==> config.mk <==
export PLATFORM = sky130hd
export DESIGN_NAME = vga_scan_timer
export DESIGN_NICKNAME = d
export VERILOG_FILES = /design/src/rtl/vga_scan_pkg.sv /design/src/rtl/vga_mode_select.sv /design/src/rtl/vga_phase_decode.sv /design/src/rtl/vga_axis_counter.sv /design/src/rtl/vga_scan_timer.sv
export SDC_FILE = /design/constraint.sdc
export NUM_CORES = 1
export LEC_CHECK = 0
export BUFFER_PORTS_ARGS = -buffer_cell sky130_fd_sc_hd__buf_2
export CORE_MARGIN = 8
export CORE_UTILIZATION = 45
export DETAILED_ROUTE_END_ITERATION = 6
export GPL_TIMING_DRIVEN = 0
export PLACE_DENSITY = 0.67
export SLEW_MARGIN = 20
export SYNTH_ARGS = -nofsm -noshare
export SYNTH_HDL_FRONTEND = slang
export SYNTH_SLANG_ARGS = --single-unit
==> constraint.sdc <==
create_clock -name clk -period 8.7 [get_ports clk]
set_input_delay 1.305 -clock clk [delete_from_list [all_inputs] [get_ports clk]]
set_output_delay 1.305 -clock clk [all_outputs]
set_load 0.03 [all_outputs]
==> src/rtl/vga_scan_pkg.sv <==
`timescale 1ns/1ps
// Shared widths, timing record types and the default table of four 60 Hz
// timing sets. Assumes every total fits in TW bits.
package vga_scan_pkg;

    localparam int TW        = 12;
    localparam int NUM_MODES = 4;
    localparam int MSW       = $clog2(NUM_MODES);

    // Lengths of the four phases of one axis, in pixels or lines.
    typedef struct packed {
        logic [TW-1:0] act;
        logic [TW-1:0] fp;
        logic [TW-1:0] sw;
        logic [TW-1:0] bp;
    } axis_t;

    typedef struct packed {
        axis_t h;
        axis_t v;
    } mode_t;

    typedef mode_t [NUM_MODES-1:0] mode_tab_t;

    // Builds one axis record from plain integers.
    function automatic axis_t mk_axis(int a, int f, int s, int b);
        axis_t x;
        x.act = TW'(a);
        x.fp  = TW'(f);
        x.sw  = TW'(s);
        x.bp  = TW'(b);
        return x;
    endfunction

    // Builds one mode record from horizontal then vertical lengths.
    function automatic mode_t mk_mode(int ha, int hf, int hs, int hb,
                                      int va, int vf, int vs, int vb);
        mode_t m;
        m.h = mk_axis(ha, hf, hs, hb);
        m.v = mk_axis(va, vf, vs, vb);
        return m;
    endfunction

    // Concatenation is MSB first: element 3 on the left, element 0 on the right.
    localparam mode_tab_t DEFAULT_MODES = {
        mk_mode(1280, 48, 112, 248, 1024, 1, 3, 38),
        mk_mode(1024, 24, 136, 160,  768, 3, 6, 29),
        mk_mode( 800, 40, 128,  88,  600, 1, 4, 23),
        mk_mode( 640, 16,  96,  48,  480, 10, 2, 33)
    };

endpackage

==> src/rtl/vga_mode_select.sv <==
`timescale 1ns/1ps
// Holds the timing set used by the current frame. It loads the requested code
// during reset and at the frame-wrap edge only, and looks up its lengths.
// Assumes mode_sel is synchronous to clk.
module vga_mode_select
    import vga_scan_pkg::*;
#(
    parameter mode_tab_t MODES = DEFAULT_MODES
) (
    input  logic           clk,
    input  logic           rst_n,
    input  logic [MSW-1:0] mode_sel,
    input  logic           frame_wrap,
    output logic [MSW-1:0] cur_mode,
    output mode_t          timing
);

    // Latch the requested code only where a frame begins.
    always_ff @(posedge clk) begin
        if (!rst_n || frame_wrap) begin
            cur_mode <= mode_sel;
        end
    end

    // Table lookup for the latched code.
    always_comb begin
        timing = MODES[cur_mode];
    end

endmodule

==> src/rtl/vga_phase_decode.sv <==
`timescale 1ns/1ps
// Decodes one axis counter into visible, sync and last-position flags from
// the four phase lengths. Phases run visible, front porch, sync, back porch.
// Assumes the sum of the lengths fits in TW bits and is at least 1.
module vga_phase_decode
    import vga_scan_pkg::*;
(
    input  logic [TW-1:0] cnt,
    input  axis_t         ax,
    output logic          active,
    output logic          sync_n,
    output logic          last
);

    logic [TW-1:0] sync_lo;
    logic [TW-1:0] sync_hi;
    logic [TW-1:0] total_m1;

    // Phase boundary positions along the axis.
    always_comb begin
        sync_lo  = ax.act + ax.fp;
        sync_hi  = sync_lo + ax.sw;
        total_m1 = sync_hi + ax.bp - TW'(1);
    end

    // Flags for the current position.
    always_comb begin
        active = (cnt < ax.act);
        sync_n = !((cnt >= sync_lo) && (cnt < sync_hi));
        last   = (cnt == total_m1);
    end

endmodule

==> src/rtl/vga_axis_counter.sv <==
`timescale 1ns/1ps
// Position counter for one raster axis: steps when advanced, returns to zero
// after the last position. Assumes 'last' is decoded from this counter.
module vga_axis_counter
    import vga_scan_pkg::*;
(
    input  logic          clk,
    input  logic          rst_n,
    input  logic          adv,
    input  logic          last,
    output logic [TW-1:0] cnt
);

    // Step or wrap the position.
    always_ff @(posedge clk) begin
        if (!rst_n) begin
            cnt <= '0;
        end else if (adv) begin
            cnt <= last ? '0 : cnt + TW'(1);
        end
    end

endmodule

==> src/rtl/vga_scan_timer.sv <==
`timescale 1ns/1ps
// Top of the VGA scan timing generator. Two axis counters (pixels per line,
// lines per frame) feed phase decoders. The outputs are registered so that sync,
// blank, coordinates and gated colour describe the same pixel. Assumes clk
// is the pixel clock and all inputs are synchronous to it.
module vga_scan_timer
    import vga_scan_pkg::*;
#(
    parameter int        CHW   = 8,
    parameter mode_tab_t MODES = DEFAULT_MODES
) (
    input  logic           clk,
    input  logic           rst_n,
    input  logic [MSW-1:0] mode_sel,
    input  logic [CHW-1:0] pix_r_in,
    input  logic [CHW-1:0] pix_g_in,
    input  logic [CHW-1:0] pix_b_in,
    output logic           hsync_n,
    output logic           vsync_n,
    output logic           dac_blank_n,
    output logic           dac_sync_n,
    output logic [CHW-1:0] dac_r,
    output logic [CHW-1:0] dac_g,
    output logic [CHW-1:0] dac_b,
    output logic [TW-1:0]  col,
    output logic [TW-1:0]  row
);

    localparam int NAX = 2;   // axis 0: horizontal, axis 1: vertical

    logic [MSW-1:0] cur_mode;
    mode_t          cur_t;
    axis_t          ax_len [NAX];
    logic [TW-1:0]  pos    [NAX];
    logic [NAX-1:0] adv;
    logic [NAX-1:0] last;
    logic [NAX-1:0] act;
    logic [NAX-1:0] syn_n;
    logic           frame_wrap;
    logic           visible;
    logic [TW-1:0]  h_cnt;
    logic [TW-1:0]  v_cnt;

    vga_mode_select #(.MODES(MODES)) u_mode (
        .clk        (clk),
        .rst_n      (rst_n),
        .mode_sel   (mode_sel),
        .frame_wrap (frame_wrap),
        .cur_mode   (cur_mode),
        .timing     (cur_t)
    );

    // Split the mode record per axis and chain the vertical step to line end.
    always_comb begin
        ax_len[0] = cur_t.h;
        ax_len[1] = cur_t.v;
        adv[0]    = 1'b1;
        adv[1]    = last[0];
    end

    for (genvar g = 0; g < NAX; g++) begin : g_axis
        vga_axis_counter u_cnt (
            .clk   (clk),
            .rst_n (rst_n),
            .adv   (adv[g]),
            .last  (last[g]),
            .cnt   (pos[g])
        );
        vga_phase_decode u_dec (
            .cnt    (pos[g]),
            .ax     (ax_len[g]),
            .active (act[g]),
            .sync_n (syn_n[g]),
            .last   (last[g])
        );
    end

    // Frame-level qualifiers from both axes.
    always_comb begin
        h_cnt      = pos[0];
        v_cnt      = pos[1];
        frame_wrap = last[0] & last[1];
        visible    = act[0] & act[1];
    end

    // Register every output from the same counter state.
    always_ff @(posedge clk) begin
        if (!rst_n) begin
            hsync_n     <= 1'b1;
            vsync_n     <= 1'b1;
            dac_blank_n <= 1'b0;
            col         <= '0;
            row         <= '0;
            dac_r       <= '0;
            dac_g       <= '0;
            dac_b       <= '0;
        end else begin
            hsync_n     <= syn_n[0];
            vsync_n     <= syn_n[1];
            dac_blank_n <= visible;
            col         <= h_cnt;
            row         <= v_cnt;
            dac_r       <= visible ? pix_r_in : '0;
            dac_g       <= visible ? pix_g_in : '0;
            dac_b       <= visible ? pix_b_in : '0;
        end
    end

    // Composite sync is not used on the DAC side.
    assign dac_sync_n = 1'b1;

endmodule

# Word level (Yosys, flattened, before mapping)

Cells that the tools add are included.

Word-level logic and storage cells: 44
Register bits: 77
Bits of input ports: 28
Output and inout bits: 52

Order comparisons: 7
Eq/ne operators: 2
Bitwise operators: 3
Muxes and demuxes: 3
Reductions and logical operators: 8
Add/subtract/negate cells: 10

Operators by type and width:

| cell                    | number |
|---|---|
| $bmux W96 S2            | 1 |
| $mux W96                | 1 |
| $add A12 B12 Y12        | 6 |
| $lt A12 B12 Y1          | 4 |
| $add A12 B1 Y12 const B | 2 |
| $eq A12 B12 Y1          | 2 |
| $ge A12 B12 Y1          | 2 |
| $sub A12 B1 Y12 const B | 2 |
| $mux W12                | 1 |
| $logic_not A1 Y1        | 3 |
| $lt A2 B3 Y1 const B    | 1 |
| $and A1 B1 Y1           | 2 |
| $logic_and A1 B1 Y1     | 2 |
| $reduce_and A2 Y1       | 1 |
| $reduce_or A2 Y1        | 1 |
| $logic_or A1 B1 Y1      | 1 |
| $not A1 Y1              | 1 |

# Longest topological paths before layout

Gate-level depths: netlist of the first run.

Depth in word-level cells: 9
Depth in mapped cells: 16
Depth with buffers taken out: 13

# Cells and area by module

Synthesis of the first run repeated with hierarchy kept, for this count alone.

Cells, all modules: 1011
Area, all modules: 8563.2 um^2

By module, submodules not included:

| module                             | area an instance (um^2) | seq. area each (um^2) | cells an instance | instances |
|---|---|---|---|---|
| vga_phase_decode (g_axis[0].u_dec) | 2646.3                  | 0.0                   | 349               | 1 |
| vga_phase_decode (g_axis[1].u_dec) | 2522.4                  | 0.0                   | 322               | 1 |
| vga_scan_timer                     | 1477.7                  | 1021.0                | 114               | 1 |
| vga_axis_counter                   | 541.8                   | 240.2                 | 61                | 2 |
| vga_mode_select                    | 833.3                   | 60.1                  | 104               | 1 |

# Least setup slack after synthesis of the first run

No wires, ideal clock.

Kind: register to register
From: register u_mode.cur_mode[1]
To: register u_mode.cur_mode[0] (enable)
Stages on the path, launching flop included: 15
Period minus slack after synthesis: 3.361 ns
Path slack: 5.339 ns
Path buffers: 2
Required time: 8.373 ns
Arrival time: 3.034 ns
Setup time: 0.327 ns
Path through: edfxtp_1 clkbuf_1 inv_1 ha_1 inv_1 ha_1 ha_1 and4bb_2 o21ai_1 xnor2_1 mux2i_1 xor2_1 buf_2 nand2b_1 o21ai_0

Longest elaborated chain between the ends: 9
Elaborated cells between the ends (all ways): 14
Those cells by class: 8 x add/sub; 2 x eq/ne; 2 x mux; 1 x bitwise; 1 x reduce/logical

Ends and longest elaborated chain:

| element                            | RTL line               | source |
|---|---|---|
| start: declaration                 | vga_mode_select.sv:14  | `output logic [MSW-1:0] cur_mode,` |
| start signal: assignment           | vga_mode_select.sv:21  | `cur_mode <= mode_sel;` |
| $bmux W96 S2 (*)                   | vga_mode_select.sv:27  | `timing = MODES[cur_mode];` |
| $mux W96 (not written as such) (*) | vga_mode_select.sv:27  |  |
| $add A12 B12 Y12                   | vga_phase_decode.sv:21 | `sync_lo = ax.act + ax.fp;` |
| $add A12 B12 Y12                   | vga_phase_decode.sv:22 | `sync_hi = sync_lo + ax.sw;` |
| $add A12 B12 Y12                   | vga_phase_decode.sv:23 | `total_m1 = sync_hi + ax.bp - TW'(1);` |
| $sub A12 B1 Y12                    | vga_phase_decode.sv:23 |  |
| $eq A12 B12 Y1                     | vga_phase_decode.sv:30 | `last = (cnt == total_m1);` |
| $and A1 B1 Y1 (*)                  | vga_scan_timer.sv:82   | `frame_wrap = last[0] & last[1];` |
| $logic_or A1 B1 Y1 (*)             | vga_mode_select.sv:20  | `if (!rst_n \|\| frame_wrap) begin` |

Every way passes the cells marked *; elsewhere a longest branch is shown, timed or not. The select of a mux whose other input is x is not followed.
A chain may end at the register's enable or synchronous reset.

# Worst setup path in the final report of the first run

From: register u_mode.cur_mode[1]
To: register u_mode.cur_mode[1] (enable)

Same word-level chain as after synthesis.

==> results.toml, run 1 <==
[worst_setup_path]
slowest_delay_ns = 0.51
cp_max_fo = 10
cp_top_family = "buffers and inverters"
crit_arrival_ns = 4.23
critPathRequiredTime_ns = 8.71
worst-path-buf-inv = 4
cp-start-kind = "register"
critPathMostFrequentCell = "ha_1"
path_class = "register to register"
cpMaxStageDelayCell = "edfxtp_1"
crit_chain = "clkbuf_1, inv_1, ha_1, inv_1, ha_1, ha_1, and4bb_2, o21ai_1, xnor2_1, mux2i_1, xor2_1, buf_2, nand2b_1, o21ai_0"
cp-end-kind = "register"

[power_and_ir_drop]
seqPwrFrac_pct = 49.9
intPower_mw = 0.514
p_sw_mw = 0.222
pwr-share-clk_pct = 35.6
p_leak_nw = 2.30
peakVddDrop_mv = 0.0880
power.density_mw_per_mm2 = 151
power_mw = 0.736
netSwitchingFraction_pct = 30.2
pwr-share-comb_pct = 14.4

[logic_synthesis]
synth-async-reset-ratio_pct = 0
synth_cells = 443
synth_area_leaders = "dfxtp_1, ha_1, and2_1"
yosysTopAreaCell = "dfxtp_1"
ys_ff_latch = 77
synth_cell_types = 51
synth_top_area_share_pct = 36.2
syn_area_per_cell_um2 = 9.37
syn_area_mm2 = 0.00415
synth_seq_area_share_pct = 37.6
synth_edf_count = 2
synth_warnings = 0
synthesis.nets = 521
yosysMostFrequentCell = "dfxtp_1"
ys.flop_type = "dfxtp_1"
synth_common_cells = "dfxtp_1, ha_1, and2_1"

[timing]
timing.final.ws_setup_ns = 4.48
skew_ns = 0.0161
max_freq_ghz = 0.237
finalCritPeriodShare_pct = 48.5
hold_violations = 0
max_slew_margin_pct = 52.8
tns_ns = 0
setup_viol = 0
maxSlewViolCount = 0
min_period_ns = 4.22
rsz0062_at_grt = "no"
tightest_slew_ns = 0.699

[route]
drt_iter0_markers = 168
routed.top_layer = "met4"
met3WireLength_um = 714
drt-met1-wl_um = 4690
routed-wl-met2_um = 4610
postRouteAntennaNets = 0
vias = 3400
drc = 0
drt_first_pass_iters = 4
wl_per_cell_um = 15.6
wl_um = 10100
vias_per_cell = 5.25

[clock_tree]
cts_made_buffers = 9
cts_setup_buffers = 0
clkSinkCount = 77
root_buffer = "clkbuf_8"
ctsResizeCount = 0
cts_tree = "done"
hold_buffers = 0
htreeDepth = 3
clk_latency_ns = 0.36
cts_buffer_depth = 2
clk_pin_slew_worst_paths_ns = 0.10

[placement]
dpl_cell_area_mm2 = 0.00468
portBuffers = 78
pre_cts_slack_ns = 4.51
hpwlAfterDp_um = 7740
routabilityCongestion = 0.896

[job]
maxCapViolCount = 0

[layout]
nets = 610
syn_to_final_growth_pct = 17.3
fin_area_mm2 = 0.00487
num_antenna_cells = 0
drive_above_1_share_pct = 20.5

[run_status]
status = "finished clean"

[floorplanning]
start_util_pct = 45.6
fp.dieArea_mm2 = 0.0126
core_mm2 = 0.00911
die_y_um = 112
rows = 35
design.portCount = 80
die_w_um = 112

[global_route]
grt_pass1_vias = 3379
grt_max_degree = 17
antenna_found_initial = 0
grt.total_usage_pct = 16.4
grt_pass1_wl_um = 16800
gr-total-overflow = 0

[hold_path]
hp-class = "register to register"
## per-stage QoR
| step | utilization [%] | std cells | hold WS (ns) |
|---|---|---|---|
| 6_report | 53.5 | 648 | 0.516 |
| 5_1_grt | 53.5 | 648 | 0.579 |
| 4_1_cts | 53.5 | 648 | 0.522 |
| 3_5_place_dp | 51.4 | 632 | 0.499 |
| 3_3_place_gp | 51.4 | 632 | 0.481 |
| 2_1_floorplan | - | 443 | 0.445 |
## worst paths after layout
| check | from | end | slack (ns) | cells after the start |
|---|---|---|---|---|
| worst min register to register | g_axis[0].u_cnt.cnt[0] | g_axis[0].u_cnt.cnt[0] | 0.52 | 1 |
| worst max-delay path | u_mode.cur_mode[1] | u_mode.cur_mode[1] | 4.48 | 14 |
| worst max register to register | u_mode.cur_mode[1] | u_mode.cur_mode[1] | 4.48 | 14 |
| worst min-delay path | g_axis[0].u_cnt.cnt[0] | g_axis[0].u_cnt.cnt[0] | 0.52 | 1 |
## state kept, by name, indices dropped and copies added, names as in the netlist
name              cells
g_axis.u_cnt.cnt     24
row                  12
dac_blank_n           1
vsync_n               1
dac_r                 8
hsync_n               1
u_mode.cur_mode       2
dac_g                 8
dac_b                 8
col                  12
## area by class of cell
cell class	count	area, um2
Fill cell	843	4240
Multi-Input combinational cell	332	2430
Sequential cell	77	1560
Timing Repair Buffer	78	390
Tap cell	111	139
Clock buffer	9	124
Buffer	16	90.1
Inverter	18	67.6
Clock inverter	7	66.3
## cell families after synthesis
logic type | count (synthesis) | synth area share [%]
flops | 77 | 37.6
simple gates | 168 | 23.4
fa+ha+maj | 50 | 15.1
xor+xnor | 36 | 7.60
buf+inv | 34 | 3.80
mux | 1 | 0.241
compound gates | 76 | 12.2
other cells | 1 | 0.0904
## power by group through the flow
stage / clock, mW / combinational, mW / sequential (mW)
finish: 0.262 / 0.106 / 0.368
global route: 0.283 / 0.118 / 0.369
CTS: 0.267 / 0.107 / 0.368
detailed placement: 0 / 0.106 / 0.376
global placement: 0 / 0.104 / 0.376
floorplan: 0 / 0.0586 / 0.392
## layer usage
metal	vias to the layer above	GRT usage [%]
met3	8	4.72
met1	1579	20.4
met4	0	4.32
met5	-	0
li1	1706	-
met2	107	27.1
## placed cells by master (no fill, tap or decap), drive strengths merged, types with 3 or more instances in the layout
cell,count
buf,86
dfxtp,75
ha,50
and2,48
nor2,31
xnor2,22
inv,21
o21ai,21
clkbuf,17
nand2,16
nand3,14
xor2,14
a21oi,13
a21o,12
and3,11
o31ai,10
nand2b,10
nand3b,7
nand4,6
nand4b,6
a21boi,6
nor3,5
nor2b,4
nor4,3
Power figures use the tool's default switching activity.
==> run 2: changes to the inputs <==
clock period = 4.3 ns   (was 8.7 ns; I/O delays follow)
==> run 2 against run 1 <==
  * Clock power grew 100%
  * Maximum frequency rose by 5.8%
  * First-iteration DRC count rose by 1.2%
  * Sequential share of layout area barely moved
  * Largest cell class unchanged
  * Largest power group unchanged
  * Highest routed layer unchanged
==> results.toml, run 2 (same netlist as run 1, synthesis figures left out) <==
[run_status]
status = "finished clean"

[worst_setup_path]
crit_arrival_ns = 4.05
cp-start-kind = "register"
path_class = "register to register"
cp-end-kind = "register"
r2r_cells = 14
cp_max_fo = 10
critPathRequiredTime_ns = 4.36

[placement]
routabilityCongestion = 0.896
portBuffers = 78
hpwlAfterDp_um = 7740

[global_route]
grt_pass1_vias = 3379
grt_max_degree = 17
grt.total_usage_pct = 16.4
grt_pass1_wl_um = 16800
gr-total-overflow = 0
antenna_found_initial = 0

[power_and_ir_drop]
power.density_mw_per_mm2 = 305
p_leak_nw = 2.30
power_mw = 1.49
peakVddDrop_mv = 0.178

[clock_tree]
htreeDepth = 3
cts_made_buffers = 9
cts_buffer_depth = 2
clkSinkCount = 77
cts_tree = "done"
clk_pin_slew_worst_paths_ns = 0.09
ctsResizeCount = 0
cts_setup_buffers = 0
clk_latency_ns = 0.36
root_buffer = "clkbuf_8"
hold_buffers = 0

[timing]
finalCritPeriodShare_pct = 92.8
tns_ns = 0
min_period_ns = 3.99
setup_viol = 0
skew_ns = 0.0164
maxSlewViolCount = 0
holdWs_ns = 0.452
max_slew_margin_pct = 57.6
tightest_slew_ns = 0.627
max_freq_ghz = 0.251
hold_violations = 0
rsz0062_at_grt = "no"

[route]
wl_per_cell_um = 15.6
vias_per_cell = 5.25
drc = 0
postRouteAntennaNets = 0
wl_um = 10100
drt_first_pass_iters = 4
vias = 3404
drt_iter0_markers = 170

[layout]
fin_util_pct = 53.5
num_antenna_cells = 0
mostFrequentLayoutCell = "buf_2"
largestRegisters = "g_axis.u_cnt.cnt (24), col (12), row (12)"
most-common-layout-cells = "buf_2, dfxtp_1, ha_1"
drive_above_1_share_pct = 20.7
nets = 610
regMostFlops = "g_axis.u_cnt.cnt"
nFillCells = 843
syn_to_final_growth_pct = 17.4
largest_reg_flops = 24

[floorplanning]
rows = 35
start_util_pct = 45.6
die_y_um = 112
die_w_um = 112
design.portCount = 80
fp.dieArea_mm2 = 0.0126
core_mm2 = 0.00911

[job]
maxCapViolCount = 0

[hold_path]
hold-path-cell-count = 1
hp-class = "input port to register"
[run 2: critical path: stages, from the launching register on]
cell,delay [ns]
edfxtp_1,0.51
clkbuf_1,0.29
inv_1,0.21
ha_1,0.30
inv_1,0.27
ha_1,0.29
ha_1,0.19
and4bb_2,0.29
o21ai_1,0.07
xnor2_1,0.18
mux2i_1,0.30
xor2_1,0.11
buf_2,0.19
nand2b_1,0.22
o21ai_2,0.25
[run 2: area by class of cell]
cell class	count	area [um2]	share of cell area (%)
timing repair buffer	78	390	8.01
tap	111	139	2.85
clock buffer	9	124	2.54
inverter	18	67.6	1.39
multi-input combinational	332	2430	50.0
buffer	16	90.1	1.85
clock inverter	7	66.3	1.36
sequential	77	1560	32.0
[run 2: layer usage]
| layer | track usage [%] | routed length [um] |
|---|---|---|
| met1 | 20.4 | 4690 |
| met2 | 27.1 | 4620 |
| met3 | 4.72 | 721 |
| met4 | 4.32 | 79 |
| met5 | 0 | 0 |
[run 2: report_power, final]
| part | switching [mW] | total (mW) | internal, mW | leakage [nW] |
|---|---|---|---|---|
| clock network | 0.308 | 0.530 | 0.221 | 0.0896 |
| registers | 0.00878 | 0.744 | 0.735 | 0.631 |
| logic | 0.131 | 0.215 | 0.0838 | 1.58 |
| total | 0.449 | 1.49 | 1.04 | 2.30 |
[run 2: final timing paths]
check	from	endpoint	slack [ns]
worst max-delay path	u_mode.cur_mode[1]	u_mode.cur_mode[1]	0.31
worst max register to register	u_mode.cur_mode[1]	u_mode.cur_mode[1]	0.31
worst min-delay path	mode_sel[0]	u_mode.cur_mode[0]	0.45
worst min register to register	g_axis[0].u_cnt.cnt[0]	g_axis[0].u_cnt.cnt[0]	0.51
[run 2: metrics by stage]
stage               area [um2]  instances  worst slack [ns]
floorplan                 4150        443             0.939
global placement          4680        632             0.126
detailed placement        4680        632             0.110
CTS                       4870        648            0.0797
global route              4870        648            0.0468
finish                    4870        648             0.311
